## src/rtl/xbs_pkg.sv

```systemverilog
// Package: shared types for the external bus lane strobe block.
// Assumes: bus cycles have exactly two states and no wait states.
package xbs_pkg;
    typedef enum logic [1:0] {
        PH_IDLE = 2'd0,
        PH_T1   = 2'd1,
        PH_T2   = 2'd2
    } phase_e;

    typedef enum logic [1:0] {
        AR_SRAM  = 2'd0,
        AR_ROM   = 2'd1,
        AR_PERIO = 2'd2,
        AR_OTHER = 2'd3
    } area_e;

    // True when the target area takes lane write strobes.
    function automatic logic area_strobed(area_e a);
        return a != AR_OTHER;
    endfunction
endpackage

```

## src/rtl/xbs_bus_seq.sv

```systemverilog
// Module: xbs_bus_seq
// Steps a bus cycle IDLE -> T1 -> T2 -> IDLE and latches the request
// fields for the whole cycle. Each clk rising edge is one bus-clock
// falling edge. Assumes req fields are valid whenever req is high.
module xbs_bus_seq
    import xbs_pkg::*;
#(
    parameter int LANES = 4
) (
    input  logic             clk,
    input  logic             rst_n,
    input  logic             req,
    input  logic             req_write,
    input  logic [1:0]       req_area,
    input  logic [LANES-1:0] req_lanes,
    output phase_e           phase,
    output logic             accept,
    output logic             cyc_write,
    output area_e            cyc_area,
    output logic [LANES-1:0] cyc_lanes,
    output logic             done
);

    // Accept a new request only while no cycle is running.
    always_comb accept = (phase == PH_IDLE) && req;

    // Phase register: one clock each in T1 and T2.
    always_ff @(posedge clk) begin
        if (!rst_n) begin
            phase <= PH_IDLE;
        end else begin
            unique case (phase)
                PH_IDLE: if (accept) phase <= PH_T1;
                PH_T1:   phase <= PH_T2;
                default: phase <= PH_IDLE;
            endcase
        end
    end

    // Capture the request fields on acceptance and hold them to the end.
    always_ff @(posedge clk) begin
        if (!rst_n) begin
            cyc_write <= 1'b0;
            cyc_area  <= AR_SRAM;
            cyc_lanes <= '0;
        end else if (accept) begin
            cyc_write <= req_write;
            cyc_area  <= area_e'(req_area);
            cyc_lanes <= req_lanes;
        end
    end

    // One-cycle completion pulse after the edge that ends T2.
    always_ff @(posedge clk) begin
        if (!rst_n) done <= 1'b0;
        else        done <= (phase == PH_T2);
    end

    AST_T1_THEN_T2: assert property (@(posedge clk) disable iff (!rst_n)
        (phase == PH_T1) |=> (phase == PH_T2));
    AST_DONE_AFTER_T2: assert property (@(posedge clk) disable iff (!rst_n)
        (phase == PH_T2) |=> done);
    AST_DONE_PULSE: assert property (@(posedge clk) disable iff (!rst_n)
        done |=> !done);
    AST_BUSY_HOLDS_FIELDS: assert property (@(posedge clk) disable iff (!rst_n)
        (phase == PH_T1) |=> $stable(cyc_lanes) && $stable(cyc_write));

endmodule

```

## src/rtl/xbs_lane_drv.sv

```systemverilog
// Module: xbs_lane_drv
// Produces the active-low write strobe of every lane and the
// active-low byte enables of the lowest NBE lanes.
// Assumes the phase and latched fields come from xbs_bus_seq.
module xbs_lane_drv
    import xbs_pkg::*;
#(
    parameter int LANES = 4,
    parameter int NBE   = 2
) (
    input  logic             clk,
    input  logic             rst_n,
    input  phase_e           phase,
    input  logic             accept,
    input  logic [LANES-1:0] req_lanes,
    input  logic             cyc_write,
    input  area_e            cyc_area,
    input  logic [LANES-1:0] cyc_lanes,
    output logic [LANES-1:0] wr_n,
    output logic [NBE-1:0]   be_n
);

    logic wr_ok;

    // A strobe is allowed only for a write into a strobed area.
    always_comb wr_ok = cyc_write && area_strobed(cyc_area);

    for (genvar i = 0; i < LANES; i++) begin : g_wr
        // Strobe falls on the edge inside T1, rises on the edge inside T2.
        always_ff @(posedge clk) begin
            if (!rst_n)               wr_n[i] <= 1'b1;
            else if (phase == PH_T1)  wr_n[i] <= ~(wr_ok && cyc_lanes[i]);
            else                      wr_n[i] <= 1'b1;
        end

        AST_WR_ONE_CYCLE: assert property (@(posedge clk) disable iff (!rst_n)
            !wr_n[i] |=> wr_n[i]);
    end

    for (genvar i = 0; i < NBE; i++) begin : g_be
        // Enable spans T1 and T2 for every addressed lane.
        always_ff @(posedge clk) begin
            if (!rst_n)               be_n[i] <= 1'b1;
            else if (accept)          be_n[i] <= ~req_lanes[i];
            else if (phase == PH_T2)  be_n[i] <= 1'b1;
        end

        AST_BE_COVERS_WR: assert property (@(posedge clk) disable iff (!rst_n)
            !wr_n[i] |-> !be_n[i]);
    end

    AST_IDLE_QUIET: assert property (@(posedge clk) disable iff (!rst_n)
        (phase == PH_IDLE) |-> (&wr_n) && (&be_n));
    AST_READ_NO_WR: assert property (@(posedge clk) disable iff (!rst_n)
        (phase == PH_T2 && !cyc_write) |-> (&wr_n));
    AST_AREA_NO_WR: assert property (@(posedge clk) disable iff (!rst_n)
        (phase == PH_T2 && cyc_area == AR_OTHER) |-> (&wr_n));

endmodule

```

## src/rtl/xbs_pin_mux.sv

```systemverilog
// Module: xbs_pin_mux
// Per-pin choice between port function and control output.
// Pins 0..LANES-1 carry strobes, the next NBE pins carry byte enables,
// and any remaining pin floats in control mode.
module xbs_pin_mux #(
    parameter int LANES = 4,
    parameter int NBE   = 2,
    parameter int NPIN  = 7
) (
    input  logic             clk,
    input  logic             rst_n,
    input  logic [NPIN-1:0]  mode_ctl,
    input  logic [NPIN-1:0]  port_dir,
    input  logic [NPIN-1:0]  port_out,
    input  logic [NPIN-1:0]  pin_i,
    input  logic             bus_release,
    input  logic [LANES-1:0] wr_n,
    input  logic [NBE-1:0]   be_n,
    output logic [NPIN-1:0]  pin_o,
    output logic [NPIN-1:0]  pin_oe,
    output logic [NPIN-1:0]  port_rd
);

    localparam int NCTL = LANES + NBE;

    logic [NPIN-1:0] ctl_val;
    logic [NPIN-1:0] ctl_drv;

    for (genvar j = 0; j < NPIN; j++) begin : g_pin
        if (j < LANES) begin : g_strobe
            assign ctl_val[j] = wr_n[j];
            assign ctl_drv[j] = 1'b1;
        end else if (j < NCTL) begin : g_enable
            assign ctl_val[j] = be_n[j-LANES];
            assign ctl_drv[j] = 1'b1;
        end else begin : g_spare
            assign ctl_val[j] = 1'b1;
            assign ctl_drv[j] = 1'b0;
        end

        // Select port or control driver for this pin.
        always_comb begin
            if (mode_ctl[j]) begin
                pin_o[j]  = ctl_val[j];
                pin_oe[j] = ctl_drv[j] && !bus_release;
            end else begin
                pin_o[j]  = port_out[j];
                pin_oe[j] = port_dir[j];
            end
        end
    end

    // Port readback always reflects the pin level.
    always_comb port_rd = pin_i;

    AST_RELEASE_FLOATS: assert property (@(posedge clk) disable iff (!rst_n)
        bus_release |-> ((pin_oe & mode_ctl) == '0));

endmodule

```

## src/rtl/xbus_lane_strobe.sv

```systemverilog
// Module: xbus_lane_strobe (top)
// Two-state external bus cycle engine with per-lane write strobes,
// low-lane byte enables and a per-pin port/control multiplexer.
// Assumes one clk rising edge per bus-clock falling edge and no waits.
module xbus_lane_strobe
    import xbs_pkg::*;
#(
    parameter int LANES = 4,
    parameter int NBE   = 2,
    parameter int NPIN  = 7
) (
    input  logic             clk,
    input  logic             rst_n,
    input  logic             req,
    input  logic             req_write,
    input  logic [1:0]       req_area,
    input  logic [LANES-1:0] req_lanes,
    input  logic             bus_release,
    input  logic [NPIN-1:0]  mode_ctl,
    input  logic [NPIN-1:0]  port_dir,
    input  logic [NPIN-1:0]  port_out,
    input  logic [NPIN-1:0]  pin_i,
    output logic             cyc_done,
    output logic [NPIN-1:0]  pin_o,
    output logic [NPIN-1:0]  pin_oe,
    output logic [NPIN-1:0]  port_rd
);

    phase_e           phase;
    logic             accept;
    logic             cyc_write;
    area_e            cyc_area;
    logic [LANES-1:0] cyc_lanes;
    logic [LANES-1:0] wr_n;
    logic [NBE-1:0]   be_n;

    xbs_bus_seq #(.LANES(LANES)) u_seq (
        .clk(clk), .rst_n(rst_n), .req(req), .req_write(req_write),
        .req_area(req_area), .req_lanes(req_lanes), .phase(phase),
        .accept(accept), .cyc_write(cyc_write), .cyc_area(cyc_area),
        .cyc_lanes(cyc_lanes), .done(cyc_done)
    );

    xbs_lane_drv #(.LANES(LANES), .NBE(NBE)) u_lane (
        .clk(clk), .rst_n(rst_n), .phase(phase), .accept(accept),
        .req_lanes(req_lanes), .cyc_write(cyc_write), .cyc_area(cyc_area),
        .cyc_lanes(cyc_lanes), .wr_n(wr_n), .be_n(be_n)
    );

    xbs_pin_mux #(.LANES(LANES), .NBE(NBE), .NPIN(NPIN)) u_mux (
        .clk(clk), .rst_n(rst_n), .mode_ctl(mode_ctl), .port_dir(port_dir),
        .port_out(port_out), .pin_i(pin_i), .bus_release(bus_release),
        .wr_n(wr_n), .be_n(be_n), .pin_o(pin_o), .pin_oe(pin_oe),
        .port_rd(port_rd)
    );

endmodule

```

## config.mk

```make
export PLATFORM = sky130hd
export DESIGN_NAME = xbus_lane_strobe
export DESIGN_NICKNAME = d
export VERILOG_FILES = /design/src/rtl/xbs_pkg.sv /design/src/rtl/xbs_bus_seq.sv /design/src/rtl/xbs_lane_drv.sv /design/src/rtl/xbs_pin_mux.sv /design/src/rtl/xbus_lane_strobe.sv
export SDC_FILE = /design/constraint.sdc
export NUM_CORES = 1
export LEC_CHECK = 0
export BUFFER_PORTS_ARGS = -buffer_cell sky130_fd_sc_hd__buf_2
export CAP_MARGIN = 20
export CELL_PAD_IN_SITES_DETAIL_PLACEMENT = 1
export CELL_PAD_IN_SITES_GLOBAL_PLACEMENT = 1
export CORE_ASPECT_RATIO = 0.7
export CORE_MARGIN = 2
export CORE_UTILIZATION = 26
export DETAILED_ROUTE_END_ITERATION = 10
export PLACE_DENSITY_LB_ADDON = 0.12
export SLEW_MARGIN = 20
export SYNTH_ARGS = -nofsm -noshare
export SYNTH_HDL_FRONTEND = slang
export SYNTH_SLANG_ARGS = --single-unit
```

## constraint.sdc

```tcl
create_clock -name clk -period 1.42 [get_ports clk]
set_clock_uncertainty 0.1 [all_clocks]
set_input_delay 0.284 -clock clk [delete_from_list [all_inputs] [get_ports clk]]
set_output_delay 0.284 -clock clk [all_outputs]
set_load 0.005 [all_outputs]
```

==> impl_metrics.toml, run 1 <==
[status]
outcome = "finished, final reports clean"

[logic_synthesis]
syn_area_per_cell_um2 = 9.369
ys_ff_latch = 16
syn_area_um2 = 787.0
synth_nets = 123
synth_warnings = 0
synthDistinctLibCells = 19
synthCells = 84
synth.yosys.seq_area_share = 0.4070

[placement]
pre_cts_slack_ns = 0.1789
dp_hpwl_mm = 1.546
io_buffers = 46
gp_congestion = 0.7347

[clock_network]
cts.sinks = 16
cts-root-buf = "clkbuf_8"
clk_transition_reported_paths_ns = 0.06
worstSkewPairLatency_ns = 0.24
cts_tree = "built"
clockBufferDepth = 2
h-tree-depth = 1
post_cts_buffers = 0
numCtsBuffers = 3
cts_resized = 0
cts_hold_buf = 0

[final_layout]
finish.utilization = 0.3684
layout_common_cells = "buf_2, dfxtp_1, nand2_1"
drive_above_1_share = 0.4839
final_common_cell = "buf_2"
diodes = 0
nets = 165
syn2layout_area_growth_pct = 33.07

[timing]
setup_ws_ns = 0.09402
fin_crit_sh = 0.9338
slew_headroom = 0.6994
tightest_slew_ns = 0.4469
maxSlewViolCount = 0
rsz0062_at_grt = "false"
hold_viol = 0
final.setup.tns_ns = 0
setup_viol_count_final = 0
finalCriticalPeriod_ns = 1.326
fmax_mhz = 754.2

[power_and_ir_drop]
p_leak_uw = 0.0005269
swShare = 0.2301
p_comb_frac = 0.175
powerDensity_nw_per_um2 = 940.8
power.internal_uw = 758.6
vdd_drop_max_uv = 401.8
total_power_uw = 985.3
p_clk_frac = 0.334
seq_power_share = 0.491
p_sw_uw = 226.7

[floorplan]
coreArea_um2 = 2843
die_w_um = 69.76
die_area_um2 = 3490
fp-row-count = 16
ios = 61
start_util = 0.2768
die_h_um = 50.03

[drt]
drt_wl_total_mm = 1.856
firstDrtPassIters = 2
drt-initial-drc-count = 16
wire_per_inst_um = 11.60
avgViaCountPerCell = 4.306
drcViolationCount = 0
route.antenna.remaining_nets = 0
dr_total_vias = 689

[setup_path]
critPathCaptureType = "output port"
path_class = "register to output port"
startpoint_type = "register"
crit_path_max_fanout = 2
critPathRequiredTime_ns = 1.04
critical_path_arrival_ns = 0.94

[global_routing]
grt_overflow_total = 0
grt_pass1_vias = 693
track_usage = 0.1158
grt_pass1_wl_mm = 3.153
antenna_found_initial = 0
grt_max_degree = 15

[hold_path]
hp-class = "input port to register"

[flow_run]
drv_cap = 0
==> area by class of cell <==
type                    instances  area, um^2
inverters                       6       22.52
multi-input cells              51       372.9
fillers                       358        1795
well taps                      36       45.04
clock buffers                   3       41.29
flip-flops and latches         16       320.3
repair buffers                 48       245.2
==> power groups by stage <==
stage	sequential (uW)	clock [uW]	combinational (uW)
final	484	330	172
after CTS	484	344	177
after global routing	486	361	195
after detailed placement	493	0	176
after global placement	492	0	171
after floorplan	489	0	105
==> routing by layer <==
metal	global-route usage	part of all wire
met3	0.05726	0.095
met5	0	0
met1	0.1453	0.46
met4	0.02885	0.0054
met2	0.1778	0.44
==> worst paths after layout <==
check,from,end,slack [ns],cells past startpoint
setup / recovery,u_lane.be_n[0],pin_o[4],0.09,2
hold / removal,req_area[0],u_seq.cyc_area[0],0.18,3
setup reg to reg,u_seq.phase[0],u_lane.be_n[1],0.21,2
hold reg to reg,u_seq.cyc_lanes[3],u_lane.wr_n[3],0.29,1
==> logic make-up (layout without fill, tap and decap cells) <==
logic type	after synthesis	count (layout)	share of synthesized area
and+or+nand+nor	28	28	0.1812
muxes	19	19	0.2512
buffers and inverters	17	57	0.1192
DFF	16	16	0.4070
AOI/OAI and AO/OA	4	4	0.04135
==> cells in the mapped netlist, drive strengths merged <==
| cell | count | area (um^2) |
|---|---|---|
| mux2 | 6 | 67.56 |
| buf | 10 | 67.56 |
| mux2i | 13 | 130.1 |
| a2bb2oi | 2 | 17.52 |
| inv | 6 | 22.52 |
| clkbuf | 1 | 3.750 |
| nand2 | 15 | 56.30 |
| and2 | 1 | 6.260 |
| o21bai | 1 | 7.510 |
| dfxtp | 16 | 320.3 |
| or2 | 1 | 6.260 |
| or3b | 1 | 8.760 |
| a21boi | 1 | 7.510 |
| and3b | 1 | 10.01 |
| nor3b | 1 | 12.51 |
| nand3 | 4 | 20.02 |
| nor2 | 1 | 3.750 |
| nor2b | 3 | 18.77 |
==> sequential cells by signal (all words and copies together) (netlist names) <==
signal / cells
u_lane.wr_n: 4
u_seq.done: 1
u_seq.phase: 2
u_lane.be_n: 2
u_seq.cyc_lanes: 4
u_seq.cyc_write: 1
u_seq.cyc_area: 2
==> worst max-delay path: stages, from the launching register on <==
cell and delay (ns):
dfxtp_1 0.31, mux2_2 0.26, buf_2 0.13
==> metrics by stage <==
step | instance area (um^2) | hold WS [ns] | cells
detailed placement | 1006 | 0.2811 | 157
CTS | 1047 | 0.1808 | 160
finish | 1047 | 0.1784 | 160
global placement | 1006 | 0.2826 | 157
floorplan | 787.0 | 0.2681 | 84
global route | 1047 | 0.1963 | 160
(Power assumes the default switching activity.)
==> inputs of run 2 (changes only) <==
PLACE_DENSITY_LB_ADDON = 0.1   (was 0.12)
==> impl_metrics.toml, run 2 (synthesized netlist as in run 1, its figures left out) <==
[global_routing]
grt_pass1_wl_mm = 3.077
grt_max_degree = 12
grt_overflow_total = 0
track_usage = 0.1098
grt_pass1_vias = 706
antenna_found_initial = 0

[hold_path]
hp-start = "req_write"
min_path_cells = 3
holdPathEnd = "u_seq.cyc_write"
hp-class = "input port to register"

[clock_network]
cts-root-buf = "clkbuf_8"
worstSkewPairLatency_ns = 0.24
h-tree-depth = 1
post_cts_buffers = 0
cts_resized = 0
cts.sinks = 16
clockBufferDepth = 2
clk_transition_reported_paths_ns = 0.06
cts_tree = "built"
numCtsBuffers = 3
cts_hold_buf = 0

[timing]
maxSlewViolCount = 0
finalCriticalPeriod_ns = 1.324
tightest_slew_ns = 0.4669
setup_viol_count_final = 0
final.setup.tns_ns = 0
fin_crit_sh = 0.9327
hold_viol = 0
fmax_mhz = 755.0
rsz0062_at_grt = "false"
slew_headroom = 0.6859

[setup_path]
r2r_cells = 2
rrSetupSlack_ns = 0.22
r2r-start = "u_seq.phase[0]"
critPathCaptureType = "output port"
timing.rr.end = "u_lane.be_n[1]"
critical_path_arrival_ns = 0.94
startpoint_type = "register"
path_class = "register to output port"
critPathRequiredTime_ns = 1.04
crit_path_max_fanout = 2

[final_layout]
drive_above_1_share = 0.4880
num-fill-cells = 355
top_regs = "u_lane.wr_n (4), u_seq.cyc_lanes (4)"
diodes = 0
final_common_cell = "buf_2"
layout_common_cells = "buf_2, dfxtp_1, nand2_1"
nets = 166
syn2layout_area_growth_pct = 34.02

[power_and_ir_drop]
vdd_drop_max_uv = 470.7
swShare = 0.2279
total_power_uw = 984.8
power.internal_uw = 760.3
p_leak_uw = 0.0005317
powerDensity_nw_per_um2 = 933.7
p_clk_frac = 0.332
p_sw_uw = 224.5
p_comb_frac = 0.177
seq_power_share = 0.491

[floorplan]
start_util = 0.2768
fp-row-count = 16
coreArea_um2 = 2843
die_w_um = 69.76
die_h_um = 50.03
die_area_um2 = 3490
ios = 61

[status]
outcome = "finished, final reports clean"

[drt]
wire_per_inst_um = 11.37
drt-initial-drc-count = 5
drt_wl_total_mm = 1.831
route.antenna.remaining_nets = 0
firstDrtPassIters = 3
drcViolationCount = 0
dr_total_vias = 701
avgViaCountPerCell = 4.354

[placement]
dp_hpwl_mm = 1.541
gp_congestion = 0.7767
io_buffers = 46

[flow_run]
drv_cap = 0
run 2: changes by cell type in the layout (fill, tap and decap cells not counted), sizes merged:
cell	previous run	this run
buf	48	49
run 2: cell type report:
class | count | area, um^2 | area share
flip-flops and latches | 16 | 320.3 | 0.3037
clock buffers | 3 | 41.29 | 0.03915
multi-input cells | 51 | 372.9 | 0.3535
inverters | 6 | 22.52 | 0.02135
repair buffers | 49 | 252.7 | 0.2396
well taps | 36 | 45.04 | 0.04270
run 2: critical path, stage by stage (launching register included):
cell,delay [ns]
dfxtp_1,0.31
mux2_2,0.26
buf_2,0.13
run 2: worst max-delay path by stage:
stage                               from              to  slack [ns]  cells after the start
after floorplan           u_seq.phase[0]  u_lane.be_n[0]        0.25                      3
after global placement       mode_ctl[3]        pin_o[3]        0.21                      3
after detailed placement     mode_ctl[3]        pin_o[3]        0.20                      3
after CTS                 u_lane.be_n[0]        pin_o[4]        0.09                      2
after global routing      u_lane.be_n[0]        pin_o[4]        0.07                      2
final                     u_lane.be_n[0]        pin_o[4]         0.1                      2
run 2: stage by stage:
| stage | std cells | hold slack [ns] | setup slack, ns | area, um^2 | utilization |
|---|---|---|---|---|---|
| finish | 161 | 0.1812 | 0.09558 | 1055 | 0.3710 |
| global route | 161 | 0.1764 | 0.06790 | 1055 | 0.3710 |
| CTS | 161 | 0.1827 | 0.08739 | 1055 | 0.3710 |
| detailed placement | 158 | 0.2873 | 0.1951 | 1013 | 0.3565 |
| global placement | 158 | 0.2817 | 0.2058 | 1013 | 0.3565 |
| floorplan | 84 | 0.2681 | 0.2503 | 787.0 | - |
run 2: layer usage:
layer / GRT usage / vias up / share of wire
li1: - / 353 / -
met1: 0.1346 / 325 / 0.46
met2: 0.1746 / 23 / 0.45
met3: 0.06135 / 0 / 0.090
met4: 0.01282 / 0 / 0
met5: 0 / - / 0
run 2: power groups by stage:
stage / clock, uW / sequential [uW] / combinational, uW
after detailed placement: 0 / 494 / 178
after global placement: 0 / 493 / 173
after floorplan: 0 / 489 / 105
final: 327 / 483 / 174
after global routing: 363 / 487 / 195
after CTS: 341 / 484 / 179
==> inputs of run 3 (changes only) <==
ABC_AREA = 1   (was not set)
CORE_UTILIZATION = 24   (was 26)
==> impl_metrics.toml, run 3 <==
[status]
outcome = "finished, final reports clean"

[floorplan]
start_util = 0.2562
die_h_um = 49.93
die_w_um = 69.61
die_area_um2 = 3475
coreArea_um2 = 2823
fp-row-count = 16
ios = 61

[setup_path]
critPathRequiredTime_ns = 1.04
critPathCaptureType = "output port"
startpoint_type = "register"
crit_path_max_fanout = 1
path_cells = "mux2_2 > buf_2"
path_class = "register to output port"
crit_slowest_cell = "dfxtp_1"
slowest_delay_ns = 0.31
critical_path_arrival_ns = 0.92

[drt]
topRoutingLayerUsed = "met4"
drt_wl_total_mm = 1.885
dr_wl_met3_um = 169
drt-initial-drc-count = 16
dr_wl_met2_um = 886
dr_total_vias = 724
wl_met1_um = 792
firstDrtPassIters = 3
avgViaCountPerCell = 4.310
route.antenna.remaining_nets = 0
wire_per_inst_um = 11.22
drcViolationCount = 0

[power_and_ir_drop]
vdd_drop_max_uv = 373.8
power.internal_uw = 740.4
p_sw_uw = 235.8
p_comb_frac = 0.173
powerDensity_nw_per_um2 = 986.4
p_leak_uw = 0.0004701
p_clk_frac = 0.336
seq_power_share = 0.491
swShare = 0.2416

[flow_run]
drv_cap = 0

[timing]
fin_crit_sh = 0.9208
final.setup.tns_ns = 0
finalCriticalPeriod_ns = 1.308
tightest_slew_ns = 0.2785
fmax_mhz = 764.8
setup_viol_count_final = 0
slew_headroom = 0.8124
hold_viol = 0
rsz0062_at_grt = "false"
holdWs_ns = 0.1424
maxSlewViolCount = 0

[logic_synthesis]
synth_top_area_cell = "dfxtp_1"
syn_area_per_cell_um2 = 8.035
synthDistinctLibCells = 16
synthFlopType = "dfxtp_1"
netlist_top_cells_area = "dfxtp_1, a21oi_1, nand3_1"
ys_ff_latch = 16
syn_area_um2 = 723.2
synth_nets = 129
synth_edf_count = 0
synthCells = 90
synth_top_area_frac = 0.4429
synth_warnings = 0
synth_commonest_cells = "dfxtp_1, a21oi_1, nand2_1"
synth_most_common_cell = "dfxtp_1"
synth.yosys.seq_area_share = 0.4429
async_flop_share = 0

[final_layout]
layout_common_cells = "buf_2, dfxtp_1, a21oi_1"
final_common_cell = "buf_2"
syn2layout_area_growth_pct = 36.85
diodes = 0
num-fill-cells = 364
drive_above_1_share = 0.4470
nets = 173
top_regs = "u_lane.wr_n (4), u_seq.cyc_lanes (4)"
final_area_um2 = 989.7

[global_routing]
track_usage = 0.1093
grt_max_degree = 11
grt_overflow_total = 0
grt_pass1_vias = 676
grt_pass1_wl_mm = 2.911
antenna_found_initial = 0

[clock_network]
cts-root-buf = "clkbuf_8"
h-tree-depth = 1
worstSkewPairLatency_ns = 0.24
cts_tree = "built"
clockBufferDepth = 2
cts_resized = 0
post_cts_buffers = 0
clk_transition_reported_paths_ns = 0.06
cts.sinks = 16
numCtsBuffers = 3
cts_hold_buf = 0

[placement]
placed_cell_area_um2 = 948.4
io_buffers = 46
dp_hpwl_mm = 1.593
gp_congestion = 0.7174

[hold_path]
hp-class = "input port to register"
[run 3: changes by cell type after synthesis, sizes merged, moves of 2 or more]
cell	before	now
mux2i	13	0
nor2b	3	0
mux2	6	4
nor2	1	12
buf	10	8
a21oi	0	15
nand3	4	11
a2bb2oi	2	0
[run 3: critical path: cells and delay by family, from the launching register on]
kind | cells | cell delay (ns)
buffers and inverters | 1 | 0.13
flip-flops | 1 | 0.31
multiplexers | 1 | 0.25
[run 3: layout make-up]
class	count	area (um^2)	share of cell area
clock buffer	3	41.29	0.04172
tap	36	45.04	0.04551
multi-input combinational	61	326.6	0.3300
timing repair buffer	47	237.7	0.2402
inverter	5	18.77	0.01896
sequential	16	320.3	0.3236
[run 3: cell families after synthesis]
family          synth area share
mux                      0.06228
compound gates            0.1211
buf+inv                   0.1055
flops                     0.4429
simple gates              0.2682
[run 3: metrics by stage]
step,utilization,std cells,power [uW],setup slack (ns)
after floorplan,-,90,582.8,0.4277
after global placement,0.3360,165,656.6,0.2109
after detailed placement,0.3360,165,661.2,0.1989
after global routing,0.3506,168,1038,0.06950
final,0.3506,168,976.2,0.1125
after CTS,0.3506,168,997.0,0.1098
[run 3: final timing paths]
check	startpoint	endpoint	slack [ns]	cells after the start
worst max register to register	u_seq.phase[1]	u_lane.be_n[0]	0.33	4
worst min register to register	u_seq.cyc_lanes[3]	u_lane.wr_n[3]	0.31	1
worst min-delay path	rst_n	u_lane.be_n[0]	0.14	2
worst max-delay path	u_lane.wr_n[1]	pin_o[1]	0.11	2
[run 3: power by group through the flow]
stage          Clock [uW]  Sequential [uW]  Combinational [uW]
2_1_floorplan           0              487                95.8
3_3_place_gp            0              489                 167
3_5_place_dp            0              489                 172
4_1_cts               345              480                 172
5_1_grt               366              481                 191
6_report              328              479                 169
[run 3: metal layers]
layer  up-vias  global-route usage
li1        378                   -
met1       315              0.1224
met2        27              0.1795
met3         4             0.04499
met4         0             0.05769
met5         -                   0
